`src/rtl/eraseSeqPkg.sv`:
```
package eraseSeqPkg;
  localparam int BLK_ADDR_W = 11;

  localparam logic [7:0] CMD_SETUP   = 8'h60;
  localparam logic [7:0] CMD_CONFIRM = 8'hD0;
  localparam logic [7:0] CMD_STATUS  = 8'h70;
  localparam logic [7:0] CMD_READ    = 8'h00;

  typedef enum logic [1:0] {OP_NONE, OP_CMD, OP_ADR, OP_READ} busOp_e;
  typedef enum logic [2:0] {SEL_SETUP, SEL_ADR_LO, SEL_ADR_HI, SEL_CONFIRM, SEL_STATUS, SEL_READ} byteSel_e;
  typedef enum logic [1:0] {RES_OK = 2'd0, RES_FAIL = 2'd1, RES_PROT = 2'd2, RES_TIMEOUT = 2'd3} result_e;

  typedef struct packed {
    logic     loadRow;
    busOp_e   op;
    byteSel_e sel;
    logic     armTimer;
  } strobe_t;
endpackage

```
`src/rtl/eraseDatapath.sv`:
```
module eraseDatapath
  import eraseSeqPkg::*;
#(
  parameter int WE_LOW      = 2,
  parameter int WE_HIGH     = 2,
  parameter int RD_LOW      = 2,
  parameter int RD_HIGH     = 2,
  parameter int TIMEOUT_CYC = 100000
) (
  input  logic                  clk,
  input  logic                  rstN,
  input  strobe_t               stb,
  input  logic [BLK_ADDR_W-1:0] reqRow,
  input  logic [7:0]            ioIn,
  output logic                  phaseEnd,
  output logic                  stsReady,
  output logic                  stsFail,
  output logic                  stsUnprot,
  output logic                  timedOut,
  output logic                  ceN,
  output logic                  cle,
  output logic                  ale,
  output logic                  weN,
  output logic                  reN,
  output logic [7:0]            ioOut,
  output logic                  ioOe
);
  localparam int WR_TOT = WE_LOW + WE_HIGH;
  localparam int RD_TOT = RD_LOW + RD_HIGH;
  localparam int MAX_TOT = (WR_TOT > RD_TOT) ? WR_TOT : RD_TOT;
  localparam int CNT_W = $clog2(MAX_TOT + 1);
  localparam int TMR_W = $clog2(TIMEOUT_CYC + 2);
  localparam logic [CNT_W-1:0] WE_LOW_C  = CNT_W'(WE_LOW);
  localparam logic [CNT_W-1:0] RD_LOW_C  = CNT_W'(RD_LOW);
  localparam logic [CNT_W-1:0] WR_LAST_C = CNT_W'(WR_TOT - 1);
  localparam logic [CNT_W-1:0] RD_LAST_C = CNT_W'(RD_TOT - 1);
  localparam logic [CNT_W-1:0] RD_SMP_C  = CNT_W'(RD_LOW - 1);
  localparam logic [TMR_W-1:0] TMO_C     = TMR_W'(TIMEOUT_CYC);

  logic [BLK_ADDR_W-1:0] rowReg;
  logic [CNT_W-1:0]      phaseCnt;
  logic [TMR_W-1:0]      eraseTmr;
  logic                  isWrite;
  logic                  unusedStatusBits;

  assign isWrite = (stb.op == OP_CMD) || (stb.op == OP_ADR);
  assign phaseEnd = isWrite ? (phaseCnt == WR_LAST_C)
                  : (stb.op == OP_READ) ? (phaseCnt == RD_LAST_C) : 1'b0;
  assign unusedStatusBits = ^ioIn[5:1];

  always_ff @(posedge clk) begin
    if (!rstN) begin
      rowReg    <= '0;
      phaseCnt  <= '0;
      eraseTmr  <= '0;
      stsReady  <= 1'b0;
      stsFail   <= 1'b0;
      stsUnprot <= 1'b0;
    end else begin
      if (stb.loadRow) rowReg <= reqRow;
      if (stb.op == OP_NONE || phaseEnd) phaseCnt <= '0;
      else phaseCnt <= phaseCnt + 1'b1;
      if (stb.op == OP_READ && phaseCnt == RD_SMP_C) begin
        stsReady  <= ioIn[6];
        stsFail   <= ioIn[0];
        stsUnprot <= ioIn[7];
      end
      // erase time counts from the cycle the confirm strobe goes high
      if (stb.armTimer && phaseCnt < WE_LOW_C) eraseTmr <= '0;
      else if (eraseTmr <= TMO_C) eraseTmr <= eraseTmr + 1'b1;
    end
  end

  assign timedOut = (eraseTmr >= TMO_C);

  always_comb begin
    ceN   = (stb.op == OP_NONE);
    cle   = (stb.op == OP_CMD);
    ale   = (stb.op == OP_ADR);
    ioOe  = isWrite;
    weN   = !(isWrite && phaseCnt < WE_LOW_C);
    reN   = !(stb.op == OP_READ && phaseCnt < RD_LOW_C);
    case (stb.sel)
      SEL_SETUP:   ioOut = CMD_SETUP;
      SEL_ADR_LO:  ioOut = {rowReg[2:0], 5'b00000};
      SEL_ADR_HI:  ioOut = rowReg[10:3];
      SEL_CONFIRM: ioOut = CMD_CONFIRM;
      SEL_STATUS:  ioOut = CMD_STATUS;
      default:     ioOut = CMD_READ;
    endcase
  end
endmodule

```
`src/rtl/eraseCtrl.sv`:
```
module eraseCtrl
  import eraseSeqPkg::*;
(
  input  logic       clk,
  input  logic       rstN,
  input  logic       reqValid,
  input  logic       rdyBusy,
  input  logic       phaseEnd,
  input  logic       stsReady,
  input  logic       stsFail,
  input  logic       stsUnprot,
  input  logic       timedOut,
  output logic       reqReady,
  output logic       doneValid,
  output logic [1:0] doneCode,
  output strobe_t    stb
);
  typedef enum logic [3:0] {
    S_IDLE, S_SETUP, S_ADR_LO, S_ADR_HI, S_CONFIRM, S_STATUS, S_POLL, S_READ, S_DONE
  } state_e;

  state_e  state, nextState;
  result_e code, nextCode;

  always_ff @(posedge clk) begin
    if (!rstN) begin
      state <= S_IDLE;
      code  <= RES_OK;
    end else begin
      state <= nextState;
      code  <= nextCode;
    end
  end

  always_comb begin
    nextState = state;
    nextCode  = code;
    stb       = '{loadRow: 1'b0, op: OP_NONE, sel: SEL_READ, armTimer: 1'b0};
    reqReady  = 1'b0;
    doneValid = 1'b0;
    case (state)
      S_IDLE: begin
        reqReady = rdyBusy;
        if (reqValid && rdyBusy) begin
          stb.loadRow = 1'b1;
          nextState   = S_SETUP;
        end
      end
      S_SETUP: begin
        stb.op = OP_CMD; stb.sel = SEL_SETUP;
        if (phaseEnd) nextState = S_ADR_LO;
      end
      S_ADR_LO: begin
        stb.op = OP_ADR; stb.sel = SEL_ADR_LO;
        if (phaseEnd) nextState = S_ADR_HI;
      end
      S_ADR_HI: begin
        stb.op = OP_ADR; stb.sel = SEL_ADR_HI;
        if (phaseEnd) nextState = S_CONFIRM;
      end
      S_CONFIRM: begin
        stb.op = OP_CMD; stb.sel = SEL_CONFIRM; stb.armTimer = 1'b1;
        if (phaseEnd) nextState = S_STATUS;
      end
      S_STATUS: begin
        stb.op = OP_CMD; stb.sel = SEL_STATUS;
        if (phaseEnd) nextState = S_POLL;
      end
      S_POLL: begin
        stb.op = OP_READ;
        if (phaseEnd) begin
          if (stsReady) begin
            nextState = S_READ;
            if (!stsUnprot)   nextCode = RES_PROT;
            else if (stsFail) nextCode = RES_FAIL;
            else              nextCode = RES_OK;
          end else if (timedOut) begin
            nextState = S_DONE;
            nextCode  = RES_TIMEOUT;
          end
        end
      end
      S_READ: begin
        stb.op = OP_CMD; stb.sel = SEL_READ;
        if (phaseEnd) nextState = S_DONE;
      end
      S_DONE: begin
        doneValid = 1'b1;
        nextState = S_IDLE;
      end
      default: nextState = S_IDLE;
    endcase
  end

  assign doneCode = code;
endmodule

```
`src/rtl/eraseSequencer.sv`:
```
module eraseSequencer
  import eraseSeqPkg::*;
#(
  parameter int WE_LOW      = 2,
  parameter int WE_HIGH     = 2,
  parameter int RD_LOW      = 2,
  parameter int RD_HIGH     = 2,
  parameter int TIMEOUT_CYC = 100000
) (
  input  logic        clk,
  input  logic        rstN,
  input  logic        reqValid,
  output logic        reqReady,
  input  logic [10:0] reqRow,
  output logic        doneValid,
  output logic [1:0]  doneCode,
  output logic        ceN,
  output logic        cle,
  output logic        ale,
  output logic        weN,
  output logic        reN,
  output logic [7:0]  ioOut,
  output logic        ioOe,
  input  logic [7:0]  ioIn,
  input  logic        rdyBusy
);
  strobe_t stb;
  logic phaseEnd, stsReady, stsFail, stsUnprot, timedOut;

  eraseCtrl ctrl_i (
    .clk, .rstN, .reqValid, .rdyBusy, .phaseEnd, .stsReady, .stsFail,
    .stsUnprot, .timedOut, .reqReady, .doneValid, .doneCode, .stb
  );

  eraseDatapath #(
    .WE_LOW(WE_LOW), .WE_HIGH(WE_HIGH), .RD_LOW(RD_LOW), .RD_HIGH(RD_HIGH),
    .TIMEOUT_CYC(TIMEOUT_CYC)
  ) dp_i (
    .clk, .rstN, .stb, .reqRow, .ioIn, .phaseEnd, .stsReady, .stsFail,
    .stsUnprot, .timedOut, .ceN, .cle, .ale, .weN, .reN, .ioOut, .ioOe
  );
endmodule

```
`config.mk`:
```
export PLATFORM = sky130hd
export DESIGN_NAME = eraseSequencer
export DESIGN_NICKNAME = d
export VERILOG_FILES = /design/src/rtl/eraseSeqPkg.sv /design/src/rtl/eraseDatapath.sv /design/src/rtl/eraseCtrl.sv /design/src/rtl/eraseSequencer.sv
export SDC_FILE = /design/constraint.sdc
export NUM_CORES = 1
export LEC_CHECK = 0
export ABC_AREA = 1
export BUFFER_PORTS_ARGS = -buffer_cell sky130_fd_sc_hd__buf_2
export CAP_MARGIN = 15
export CELL_PAD_IN_SITES_DETAIL_PLACEMENT = 1
export CELL_PAD_IN_SITES_GLOBAL_PLACEMENT = 2
export CORE_UTILIZATION = 33
export CTS_BUF_LIST = sky130_fd_sc_hd__clkbuf_16
export DETAILED_ROUTE_END_ITERATION = 8
export GPL_TIMING_DRIVEN = 0
export MAX_ROUTING_LAYER = met4
export PLACE_DENSITY = 0.91
export SLEW_MARGIN = 40
export SYNTH_ARGS = -nofsm -noshare
export SYNTH_HDL_FRONTEND = slang
export SYNTH_HIERARCHICAL = 1
export SYNTH_SLANG_ARGS = --single-unit
```
`constraint.sdc`:
```
create_clock -name clk -period 5.8 [get_ports clk]
set_input_delay 1.16 -clock clk [delete_from_list [all_inputs] [get_ports clk]]
set_output_delay 1.16 -clock clk [all_outputs]
set_load 0.02 [all_outputs]
```
==> results of run 1 <==
## area by class of cell
class / count / area share (%)
buffer: 6 / 1.70
clock inverter: 3 / 2.98
inverter: 52 / 6.62
tap: 99 / 4.10
sequential: 40 / 26.5
timing repair buffer: 35 / 5.79
multi-input combinational: 286 / 48.2
clock buffer: 5 / 4.14
## flip-flops by register name, summed over array words and instances (netlist names)
signal and cells:
dp_i/rowReg 11, dp_i/stsReady 1, ctrl_i/doneCode 2, dp_i/phaseCnt 3, ctrl_i/state 4, dp_i/eraseTmr 17, dp_i/stsFail 1, dp_i/stsUnprot 1
## routing by layer
layer  track usage, %  part of all wire (%)  vias up
li1                 -                     -     1280
met1             22.8                    47     1159
met3             3.32                   2.3        4
met4             4.33                  0.86        0
met5                -                     0        -
met2             35.1                    50       31
## critical path: stages, from the launching register on
cell     delay, ns
dfxtp_1       0.44
inv_2         0.11
nand2_4       0.11
inv_1         0.04
nand2_1       0.14
nand3_1       0.17
nor3_1        0.43
inv_1         0.16
nor2_1        0.11
buf_2         0.17
## worst paths after layout
| path | start | to | cells after the start |
|---|---|---|---|
| setup / recovery | ctrl_i/state[1] | ioOut[3] | 9 |
| hold reg to reg | dp_i/rowReg[4] | dp_i/rowReg[4] | 2 |
| hold / removal | dp_i/rowReg[4] | dp_i/rowReg[4] | 2 |
| setup reg to reg | ctrl_i/state[0] | ctrl_i/state[1] | 12 |
## report_power, final
group	internal [µW]	switching, µW	leakage [µW]
Clock	290	115	0.000104
Sequential	313	31.9	0.000325
Combinational	195	419	0.000987
## stage by stage
step | cell area [µm²] | power [µW]
finish | 3020 | 1360
global route | 3020 | 1470
CTS | 3020 | 1390
detailed placement | 2810 | 972
global placement | 2810 | 956
floorplan | 2510 | 812
## cells by family after synthesis
family	count (synthesis)	synth area share, %
AND/OR/NAND/NOR	237	43.9
buffers and inverters	58	10.0
flip-flops	40	31.9
AO/OA/AOI/OAI	34	7.58
adder cells (fa/ha/maj)	9	4.49
XOR/XNOR	6	2.09
## layout by cell type, fill, tap and decap left out, drive strengths merged
| cell type | netlist | routed |
|---|---|---|
| nand4 | 4 | 4 |
| a211oi | 1 | 1 |
| a32oi | 1 | 1 |
| bufinv | 0 | 3 |
| a21oi | 7 | 7 |
| nand3 | 32 | 32 |
| nand3b | 3 | 3 |
| xor2 | 6 | 6 |
| inv | 52 | 52 |
| nand2 | 94 | 94 |
| nor2 | 98 | 98 |
| nor3 | 4 | 4 |
| dfxtp | 40 | 40 |
| clkbuf | 2 | 7 |
| o31ai | 2 | 2 |
| o21ai | 23 | 23 |
| nor3b | 2 | 2 |
| ha | 9 | 9 |
| buf | 4 | 39 |
==> reports/results.tsv, run 1 <==
metric	value	unit
via count	2474	
worst slew pin tran	0.440	ns
Pwr Density	451	mW/mm²
Clock Skew	0.00645	ns
syn_nets	416	
Rows	31	
GP Congestion	0.877	
# setup viols final	0	
vias in the first global route	2465	
Routed WL	6.78	mm
Peak Freq	301	MHz
area leader, netlist	dfxtp_1	
multi-input logic area	0.00146	mm²
CTS tree	yes	
status	finished clean	
PostCTS Resize Cnt	0	
Clock Tree Root	clkbuf_16	
ys flop type	dfxtp_1	
Die Area	0.00795	mm²
worst endpoint required time	4.64	ns
async set-reset flop share out of synthesis	0	%
leakage power	0.00142	µW
part of the cycle the worst path needs	57.3	%
antenna cells	0	
P&R area growth vs syn	20.5	%
crit path max fanout	6	
first-pass detailed-route iteration total	4	
share of the synthesized area in the top cell type	31.9	%
cell count after placement	518	
register area share after synthesis	31.9	%
FILL cells	1004	
TNS Setup	0	ns
Final Util	41.5	%
Initial Util	34.4	%
Max Cap Violations	0	
register area	801	µm²
H-tree levels	2	
# Post-CTS Setup Buffers	0	
post-synthesis cell type count	32	
Hold Buf Count CTS	0	
Vias/cell	4.70	
IO Count	41	
CTS buffer count	5	
Hold WC Path Type	register to register	
synthesized cell area	0.00251	mm²
Max clock buf depth	2	
largest net degree at the start of global routing	14	
startpoint class of the critical path	register	
syn avg cell area	6.53	µm²
RSZ-0062 raised after global routing	no	
global-route usage over all layers	19.6	%
Slew HR	70.4	%
worst vdd ir	0.000298	V
critical path endpoint category	output port	
Core Box Area	0.00729	mm²
later-pin clock latency in the skew report	0.28	ns
most frequent cells after synthesis	nand2_1, nor2_1, inv_1	
Die Y-Extent	89.2	µm
drt initial violations	40	
Crit Path Category	register to output port	
Final Max Tran Viols	0	
routed len/inst	12.9	µm
Hold Fails Final Rpt	0	
R2R Setup Slk	3.47	ns
gr ovfl total	0	
Yosys reg bits	40	
Post-synth EDFFs	0	
pre-CTS setup slack	2.77	ns
WHS	0.457	ns
initial antenna violation count	0	
Final ANT Viol Nets	0	
Ys Warns	6	
Clock Sinks	40	
layout cells sized above 1	22.0	%
Post-DP HPWL	5.07	mm
Die X-Extent	89.2	µm
final net count	458	
post-route worst setup slack	2.48	ns
DR DRC count	0	
Final min period	3.32	ns
PortBufs	35	
Post-Layout Cell Count	526	
crit path DAT	2.16	ns
first-pass GRT wire length	11.4	mm
top post-synthesis cells by area	dfxtp_1, nand2_1, nor2_1	
Mapped Cells	384	
clock-pin slew on the worst setup and hold paths	0.06	ns
(Power assumes the default switching activity.)
==> inputs of run 2 (changes only) <==
Settings changed: CORE_UTILIZATION 33 to 27, PLACE_DENSITY 0.91 to 0.81.
Clock period 5.8 ns to 2.95 ns, I/O delays scaled along.
==> reports/results.tsv, run 2 (same netlist as run 1, synthesis figures left out) <==
metric	value	unit	change
status	finished clean		
worst vdd ir	0.000487	V	+63%
worst endpoint required time	2.36	ns	-2.28 ns
Largest Register	dp_i/eraseTmr		
vias in the first global route	2626		+6.5%
leakage power	0.00139	µW	-1.7%
critical path endpoint category	output port		
antenna cells	0		unchanged
worst slew pin tran	0.433	ns	-0.00717 ns
clock-pin slew on the worst setup and hold paths	0.06	ns	about the same
Clock Tree Root	clkbuf_16		
# setup viols final	0		unchanged
Routed WL	7.13	mm	+5.2%
Peak Freq	377	MHz	
final net count	458		unchanged
global-route usage over all layers	16.6	%	-3.0 points
Worst Hold End	dp_i/phaseCnt[0]		
Worst R2R Path Depth	14		+2
DR DRC count	0		unchanged
crit path DAT	2.06	ns	-0.10 ns
most frequent cells in the layout	nand2_1, nor2_1, inv_1		
Core Box Area	0.00885	mm²	+21%
initial antenna violation count	0		unchanged
min-delay src	dp_i/phaseCnt[0]		
TNS Setup	0	ns	unchanged
P&R area growth vs syn	19.3	%	
Slew HR	71.0	%	+0.60 points
H-tree levels	2		unchanged
Pwr Density	846	mW/mm²	+87%
post-route worst setup slack	0.295	ns	-2.18 ns
Vias/cell	4.62		-1.8%
pre-CTS setup slack	0.423	ns	-2.35 ns
R2R Setup Slk	0.63	ns	-2.84 ns
Largest regs	dp_i/eraseTmr x17, dp_i/rowReg x11, ctrl_i/state x4		
Clock Skew	0.00718	ns	+0.000736 ns
Final ANT Viol Nets	0		unchanged
drt initial violations	88		+120%
Post-DP HPWL	5.58	mm	+9.9%
Final min period	2.65	ns	
Clock Sinks	40		unchanged
WHS	0.454	ns	-0.00364 ns
RSZ-0062 raised after global routing	no		
startpoint class of the critical path	register		
CTS tree	yes		
part of the cycle the worst path needs	90.0	%	
Final Util	33.8	%	-7.6 points
GP Congestion	0.803		-8.4%
Max clock buf depth	2		unchanged
Max Cap Violations	0		unchanged
crit path max fanout	6		unchanged
largest net degree at the start of global routing	14		unchanged
first-pass GRT wire length	12.4	mm	+8.5%
hold depth	1		-1
Hold Fails Final Rpt	0		unchanged
gr ovfl total	0		unchanged
Die X-Extent	98.4	µm	+10%
PortBufs	35		unchanged
CTS buffer count	5		unchanged
first-pass detailed-route iteration total	4		unchanged
worst r2r dst	ctrl_i/state[0]		
later-pin clock latency in the skew report	0.29	ns	about the same
via count	2472		-0.081%
Final Max Tran Viols	0		unchanged
Reg-to-Reg Start	ctrl_i/state[1]		
routed len/inst	13.3	µm	+3.4%
Initial Util	28.4	%	-6.1 points
Die Y-Extent	98.4	µm	+10%
Hold Buf Count CTS	0		unchanged
layout cells sized above 1	22.2	%	+0.23 points
max reg flops	17		unchanged
Hold WC Path Type	register to register		
IO Count	41		unchanged
Crit Path Category	register to output port		
Rows	34		+9.7%
Die Area	0.00968	mm²	+22%
==> run 2: area by class of cell <==
type / count / area (µm²)
tap: 108 / 135
sequential: 40 / 801
inverter: 52 / 200
fill: 1137 / 5860
timing repair buffer: 35 / 175
clock buffer: 5 / 125
buffer: 6 / 51.3
clock inverter: 3 / 42.5
multi-input combinational: 286 / 1460
==> run 2: through the flow <==
step	total power, µW	instances	area [µm²]
floorplan	1600	384	2510
detailed placement	1920	527	2820
global route	2750	535	2990
global placement	1890	527	2820
finish	2530	535	2990
CTS	2560	535	2990
==> run 2: worst max-delay path by stage <==
stage | start | slack [ns] | depth (start not counted) | end
finish | ctrl_i/state[1] | 0.30 | 9 | ioOut[2]
CTS | ctrl_i/state[1] | 0.11 | 9 | ioOut[1]
detailed placement | ctrl_i/state[1] | 0.42 | 9 | ioOut[1]
global placement | ctrl_i/state[1] | 0.46 | 9 | ioOut[1]
floorplan | ctrl_i/state[2] | 0.77 | 8 | ioOut[0]
global route | ctrl_i/state[1] | 0.09 | 9 | ioOut[2]
==> run 2: timing repair <==
action / 4_1_cts / 5_1_grt
setup endpoints to repair: 0 / 5
gates resized for setup: 0 / 1
buffers inserted: 0 / 0
==> run 2: power breakdown <==
part           internal (µW)  switching, µW
registers                615           65.1
clock network            398            236
logic                    386            832
total                   1400           1130
==> run 2: layer usage <==
| metal | share of wire [%] | up-vias | track usage (%) |
|---|---|---|---|
| met2 | 49 | 37 | 29.4 |
| met1 | 48 | 1151 | 19.5 |
| met3 | 2.4 | 7 | 2.51 |
| met4 | 1.0 | 0 | 4.13 |
| li1 | - | 1277 | - |
| met5 | 0 | - | - |
==> run 2: worst max-delay path, cell delays in order, from the launching register on <==
cell and delay, ns:
dfxtp_1 0.46, inv_2 0.11, nand2_4 0.11, inv_1 0.04, nand2_1 0.13, nand3_1 0.18, nor3_2 0.33, inv_1 0.14
nor2_1 0.10, buf_2 0.17
